==> config.mk <==
export PLATFORM = sky130hd
export DESIGN_NAME = dual_edge_serial_adder
export DESIGN_NICKNAME = d
export VERILOG_FILES = /design/src/rtl/dbsa_pkg.sv /design/src/rtl/dbsa_slice.sv /design/src/rtl/dbsa_word_ctrl.sv /design/src/rtl/dbsa_phase_mux.sv /design/src/rtl/dual_edge_serial_adder.sv
export SDC_FILE = /design/constraint.sdc
export NUM_CORES = 1
export LEC_CHECK = 0
export BUFFER_PORTS_ARGS = -buffer_cell sky130_fd_sc_hd__buf_2
export CAP_MARGIN = 10
export CORE_AREA = 4 4 41 43
export DETAILED_ROUTE_END_ITERATION = 8
export DIE_AREA = 0 0 45 47
export PLACE_DENSITY_LB_ADDON = 0.12
export SYNTH_ARGS = -nofsm -noshare
export SYNTH_HDL_FRONTEND = slang
export SYNTH_SLANG_ARGS = --single-unit
==> constraint.sdc <==
create_clock -name clk -period 1.4 [get_ports clk]
set_input_delay 0.07 -clock clk [delete_from_list [all_inputs] [get_ports clk]]
set_output_delay 0.07 -clock clk [all_outputs]
set_load 0.02 [all_outputs]
==> src/rtl/dbsa_pkg.sv <==
// Shared types and the full-adder function used by both adder slices.
package dbsa_pkg;

    // Result of one bit position: sum bit and carry to the next position.
    typedef struct packed {
        logic sum;
        logic carry;
    } fa_res_t;

    // One-bit full addition.
    function automatic fa_res_t full_add(input logic a, input logic b, input logic cin);
        fa_res_t r;
        r.sum   = a ^ b ^ cin;
        r.carry = (a & b) | (a & cin) | (b & cin);
        return r;
    endfunction

endpackage

==> src/rtl/dbsa_slice.sv <==
// One adder slice: a full adder followed by a sum/carry register.
// RISING_EDGE selects the clock edge the register uses.
// Assumes rst_n is synchronous and is sampled on the same edge as the register.
module dbsa_slice #(
    parameter bit RISING_EDGE = 1'b1
) (
    input  logic clk,
    input  logic rst_n,
    input  logic a_bit,
    input  logic b_bit,
    input  logic carry_in,
    output logic sum_q,
    output logic carry_q
);
    import dbsa_pkg::*;

    fa_res_t res;

    // Combinational add of the bits present at this slice's edge.
    always_comb res = full_add(a_bit, b_bit, carry_in);

    generate
        if (RISING_EDGE) begin : g_pos
            // Register the result on the rising edge.
            always_ff @(posedge clk) begin
                if (!rst_n) begin
                    sum_q   <= 1'b0;
                    carry_q <= 1'b0;
                end else begin
                    sum_q   <= res.sum;
                    carry_q <= res.carry;
                end
            end
        end else begin : g_neg
            // Register the result on the falling edge.
            always_ff @(negedge clk) begin
                if (!rst_n) begin
                    sum_q   <= 1'b0;
                    carry_q <= 1'b0;
                end else begin
                    sum_q   <= res.sum;
                    carry_q <= res.carry;
                end
            end
        end
    endgenerate

endmodule

==> src/rtl/dbsa_word_ctrl.sv <==
// Word sequencing in the rising-edge domain. It tracks which bit pair is in
// progress, chooses the even slice's carry-in (0 on a start strobe) and
// captures the final carry once the word's last falling edge has passed.
// Assumes WORD_BITS is even and at least 2.
module dbsa_word_ctrl #(
    parameter int WORD_BITS = 4
) (
    input  logic clk,
    input  logic rst_n,
    input  logic word_start,
    input  logic carry_odd_q,
    output logic carry_even_in,
    output logic carry_out
);
    localparam int PAIRS  = WORD_BITS / 2;
    localparam int PAIR_W = (PAIRS > 1) ? $clog2(PAIRS) : 1;
    localparam logic [PAIR_W-1:0] LAST = PAIR_W'(PAIRS - 1);

    logic              active;
    logic [PAIR_W-1:0] pair_idx;

    // A start strobe breaks the carry chain so bit 0 gets a zero carry-in.
    assign carry_even_in = word_start ? 1'b0 : carry_odd_q;

    // Advance the pair counter and capture the final carry at word end.
    always_ff @(posedge clk) begin
        if (!rst_n) begin
            active    <= 1'b0;
            pair_idx  <= '0;
            carry_out <= 1'b0;
        end else begin
            if (active && pair_idx == LAST) begin
                carry_out <= carry_odd_q;
            end
            if (word_start) begin
                active   <= 1'b1;
                pair_idx <= '0;
            end else if (active) begin
                if (pair_idx == LAST) begin
                    active <= 1'b0;
                end else begin
                    pair_idx <= PAIR_W'(pair_idx + 1'b1);
                end
            end
        end
    end

endmodule

==> src/rtl/dbsa_phase_mux.sv <==
// Output multiplexer driven by the clock level: the rising-edge result is
// shown while the clock is high, the falling-edge result while it is low.
// Assumes a 50% duty cycle so each result is visible for half a period.
module dbsa_phase_mux (
    input  logic clk_level,
    input  logic even_bit,
    input  logic odd_bit,
    output logic y
);
    // Select by clock phase.
    always_comb y = clk_level ? even_bit : odd_bit;

endmodule

==> src/rtl/dual_edge_serial_adder.sv <==
// Top level of the dual-edge bit-serial adder. The even slice registers on
// the rising edge and the odd slice on the falling edge. Their carries
// cross-couple, and a clock-level multiplexer merges their sums.
// Assumes a 50% duty cycle, operands LSB first, and word_start high with bit 0.
module dual_edge_serial_adder #(
    parameter int WORD_BITS = 4
) (
    input  logic clk,
    input  logic rst_n,
    input  logic word_start,
    input  logic op_a,
    input  logic op_b,
    output logic sum_bit,
    output logic carry_out
);
    logic sum_even_q, carry_even_q;
    logic sum_odd_q,  carry_odd_q;
    logic carry_even_in;

    dbsa_word_ctrl #(.WORD_BITS(WORD_BITS)) u_ctrl (
        .clk           (clk),
        .rst_n         (rst_n),
        .word_start    (word_start),
        .carry_odd_q   (carry_odd_q),
        .carry_even_in (carry_even_in),
        .carry_out     (carry_out)
    );

    dbsa_slice #(.RISING_EDGE(1'b1)) u_even (
        .clk      (clk),
        .rst_n    (rst_n),
        .a_bit    (op_a),
        .b_bit    (op_b),
        .carry_in (carry_even_in),
        .sum_q    (sum_even_q),
        .carry_q  (carry_even_q)
    );

    dbsa_slice #(.RISING_EDGE(1'b0)) u_odd (
        .clk      (clk),
        .rst_n    (rst_n),
        .a_bit    (op_a),
        .b_bit    (op_b),
        .carry_in (carry_even_q),
        .sum_q    (sum_odd_q),
        .carry_q  (carry_odd_q)
    );

    dbsa_phase_mux u_out (
        .clk_level (clk),
        .even_bit  (sum_even_q),
        .odd_bit   (sum_odd_q),
        .y         (sum_bit)
    );

endmodule

==> qor.csv <==
stage;metric;value;unit
outcome;status;finished with violations;
outcome;violations;setup timing;
power_and_ir_drop;leakagePower;0.204;nW
global_routing;grt-ovfl-total;0;
setup_path;worstPathArrival;1.80;ns
timing;layout_setup_ws;-0.467;ns
floorplanning;ios;7;
place;dp_cells;48;
yosys;yosysWarningCount;0;
floorplanning;die_area;0.00212;sq mm
global_routing;antenna_found_initial;0;
flow_run;max_cap_violations;0;
cells_and_area;area_growth;48.5;%
timing;fin_skew;0.0682;ns
yosys;synthesis.area;292;sq um
drt;vias;216;
global_routing;grt_max_degree;9;
cells_and_area;diodes;0;
drt;viasPerCell;3.79;
place;dpl.hpwl;348;um
cts;cts_tree;yes;
drt;firstDrtPassIters;3;
setup_path;cpLargestDelayFamily;flip-flops;
drt;drt_iter0_markers;3;
yosys;synth.distinct_cells;12;
drt;finalWirelength;491;um
power_and_ir_drop;combinationalPowerShare;6.8;%
cells_and_area;final_nets;50;
setup_path;critical_path.cell_chain;mux2_4, buf_6;
setup_path;reg2reg_depth;3;
timing;hold_viol;0;
power_and_ir_drop;seqPwrFrac;32.7;%
setup_path;path_buf_inv;1;
worst_hold_path;hp-start;rst_n;
power_and_ir_drop;total_power;0.000668;W
setup_path;crit_slowest_cell;dfxtp_1;
setup_path;setup.worst_path.end_class;output port;
floorplanning;core;0.00130;sq mm
cells_and_area;final_cells;57;
power_and_ir_drop;swShare;25.6;%
floorplanning;dieHeight;47;um
worst_hold_path;hold_depth;2;
timing;slew-limit-headroom;92.6;%
floorplanning;start_util;22.4;%
global_routing;grt_pass1_wl;876;um
yosys;syn_area_per_cell;11.2;sq um
global_routing;grt.total_usage;7.37;%
cells_and_area;layout-drive-gt1-share;52.4;%
power_and_ir_drop;p_clk_share;60.6;%
setup_path;cp_num_cells;2;
setup_path;r2r-end;u_even.sum_q$_SDFF_PN0_;
setup_path;crit_fanout;1;
drt;ant_nets;0;
timing;finalSetupTns;-1.47;ns
timing;tightest_slew;0.109;ns
place;gp_congestion;0.718;
timing;grt_setup_unrepaired;yes;
setup_path;worst-r2r-setup-slack;-0.41;ns
yosys;syn-num-nets;33;
timing;finalSetupViolations;5;
cts;insertion_delay;0.42;ns
timing;timing.hold.ws;0.0130;ns
setup_path;required;1.33;ns
global_routing;grt_pass1_vias;259;
floorplanning;fp-row-count;13;
worst_hold_path;holdPathEnd;u_ctrl.active$_SDFF_PN0_;
setup_path;path_class;reg2out;
yosys;syn-instance-count;26;
power_and_ir_drop;ir_worst_vdd;0.476;mV
worst_hold_path;min_path_type;in2reg;
setup_path;startpoint_type;register;
cts;clk_pin_slew_worst_paths;0.06;ns
setup_path;max_stage_delay;0.29;ns
setup_path;rr_startpoint;u_odd.carry_q$_SDFF_NN0_;
drt;wire_per_inst;8.61;um
power_and_ir_drop;p_per_area;1540;mW/mm^2
yosys;ys_seq_area_share;48.1;%
timing;finalMaxSlewViolations;0;
drt;drc;0;
place;io_buffers;6;
power_and_ir_drop;p_switching;0.000171;W
floorplanning;die_x;45;um
yosys;ys_ff_latch;7;
power_and_ir_drop;internal_power;0.000497;W
synthesized netlist by cell type:
cell type / number / area [sq um]
o21a_1: 1 / 7.51
fa_1: 2 / 40.0
nand2_1: 3 / 11.3
nor2b_1: 3 / 18.8
nand2b_1: 1 / 6.26
nor3b_2: 1 / 12.5
mux2i_1: 1 / 10.0
and2_2: 2 / 15.0
dfxtp_1: 7 / 140
mux2_4: 1 / 15.0
inv_1: 3 / 11.3
nor2_1: 1 / 3.75
state kept, by name (all words and copies together) (netlist names):
| name | flops |
|---|---|
| u_ctrl.pair_idx | 1 |
| u_even.carry_q | 1 |
| u_odd.carry_q | 1 |
| u_ctrl.active | 1 |
| u_odd.sum_q | 1 |
| u_even.sum_q | 1 |
| u_ctrl.carry_out | 1 |
routing by layer:
| metal | track usage, % | share of wire (%) | routed length (um) | vias up |
|---|---|---|---|---|
| met5 | 0 | 0 | 0 | - |
| met4 | 11.7 | 0 | 0 | 0 |
| met3 | 8.43 | 8.1 | 40 | 0 |
| met2 | 7.63 | 45 | 222 | 5 |
| met1 | 5.50 | 47 | 229 | 99 |
| li1 | - | - | - | 112 |
timing repair:
action,4_1_cts,5_1_grt
setup endpoints to repair,6,6
hold endpoints to repair,2,0
setup buffers,0,1
pin swaps,2,1
gates resized for setup,7,1
hold buffers,1,0
cells by family (layout without fill, tap and decap cells):
group	count (synthesis)	after routing	share of synthesized area, %
mux	2	2	8.58
fa+ha+maj	2	2	13.7
buf+inv	3	19	3.86
flops	7	7	48.1
compound gates	1	1	2.58
simple gates	11	11	23.2
placed cells by master (no fill, tap or decap):
cell type	Yosys	final
fa_2	0	2
dfxtp_1	7	5
buf_2	0	5
nand2_2	0	1
buf_6	0	2
clkinv_1	0	1
nor3b_2	1	1
dfxtp_2	0	2
mux2i_1	1	1
nand2b_1	1	1
nor2b_1	3	3
o21a_1	1	1
nand2_1	3	2
dlygate4sd3_1	0	1
clkbuf_4	0	6
mux2_4	1	1
nor2_1	1	1
inv_1	3	4
and2_4	0	2
power by group through the flow:
| stage | sequential (W) | clock (W) | combinational, W |
|---|---|---|---|
| after global placement | 0.000221 | 0.0000751 | 0.0000394 |
| after detailed placement | 0.000222 | 0.0000751 | 0.0000412 |
| after CTS | 0.000219 | 0.000421 | 0.0000461 |
| after floorplan | 0.000221 | 0.0000651 | 0.0000242 |
| after global routing | 0.000220 | 0.000455 | 0.0000508 |
| final | 0.000218 | 0.000405 | 0.0000452 |
final cells by class:
type | instances | area (sq um)
fill | 146 | 868
inverter | 2 | 7.51
multi-input combinational | 16 | 150
clock inverter | 3 | 11.3
clock buffer | 7 | 56.3
sequential | 7 | 143
timing repair buffer | 7 | 46.3
tap | 15 | 18.8
through the flow:
step	util, %	area [sq um]	worst slack (ns)
5_1_grt	33.3	433	-0.514
4_1_cts	33.3	433	-0.482
6_report	33.3	433	-0.467
3_5_place_dp	27.0	352	-0.305
2_1_floorplan	-	295	-0.279
3_3_place_gp	27.0	352	-0.298
how the worst max path moves through the flow:
stage,end,startpoint,slack (ns)
2_1_floorplan,u_even.sum_q$_SDFF_PN0_,u_odd.carry_q$_SDFF_NN0_,-0.28
3_3_place_gp,u_even.sum_q$_SDFF_PN0_,u_odd.carry_q$_SDFF_NN0_,-0.30
3_5_place_dp,u_even.sum_q$_SDFF_PN0_,u_odd.carry_q$_SDFF_NN0_,-0.30
4_1_cts,sum_bit,u_odd.sum_q$_SDFF_NN0_,-0.48
5_1_grt,sum_bit,u_odd.sum_q$_SDFF_NN0_,-0.51
6_report,sum_bit,u_odd.sum_q$_SDFF_NN0_,-0.47
Note: power is estimated with default switching activity, not from simulation.
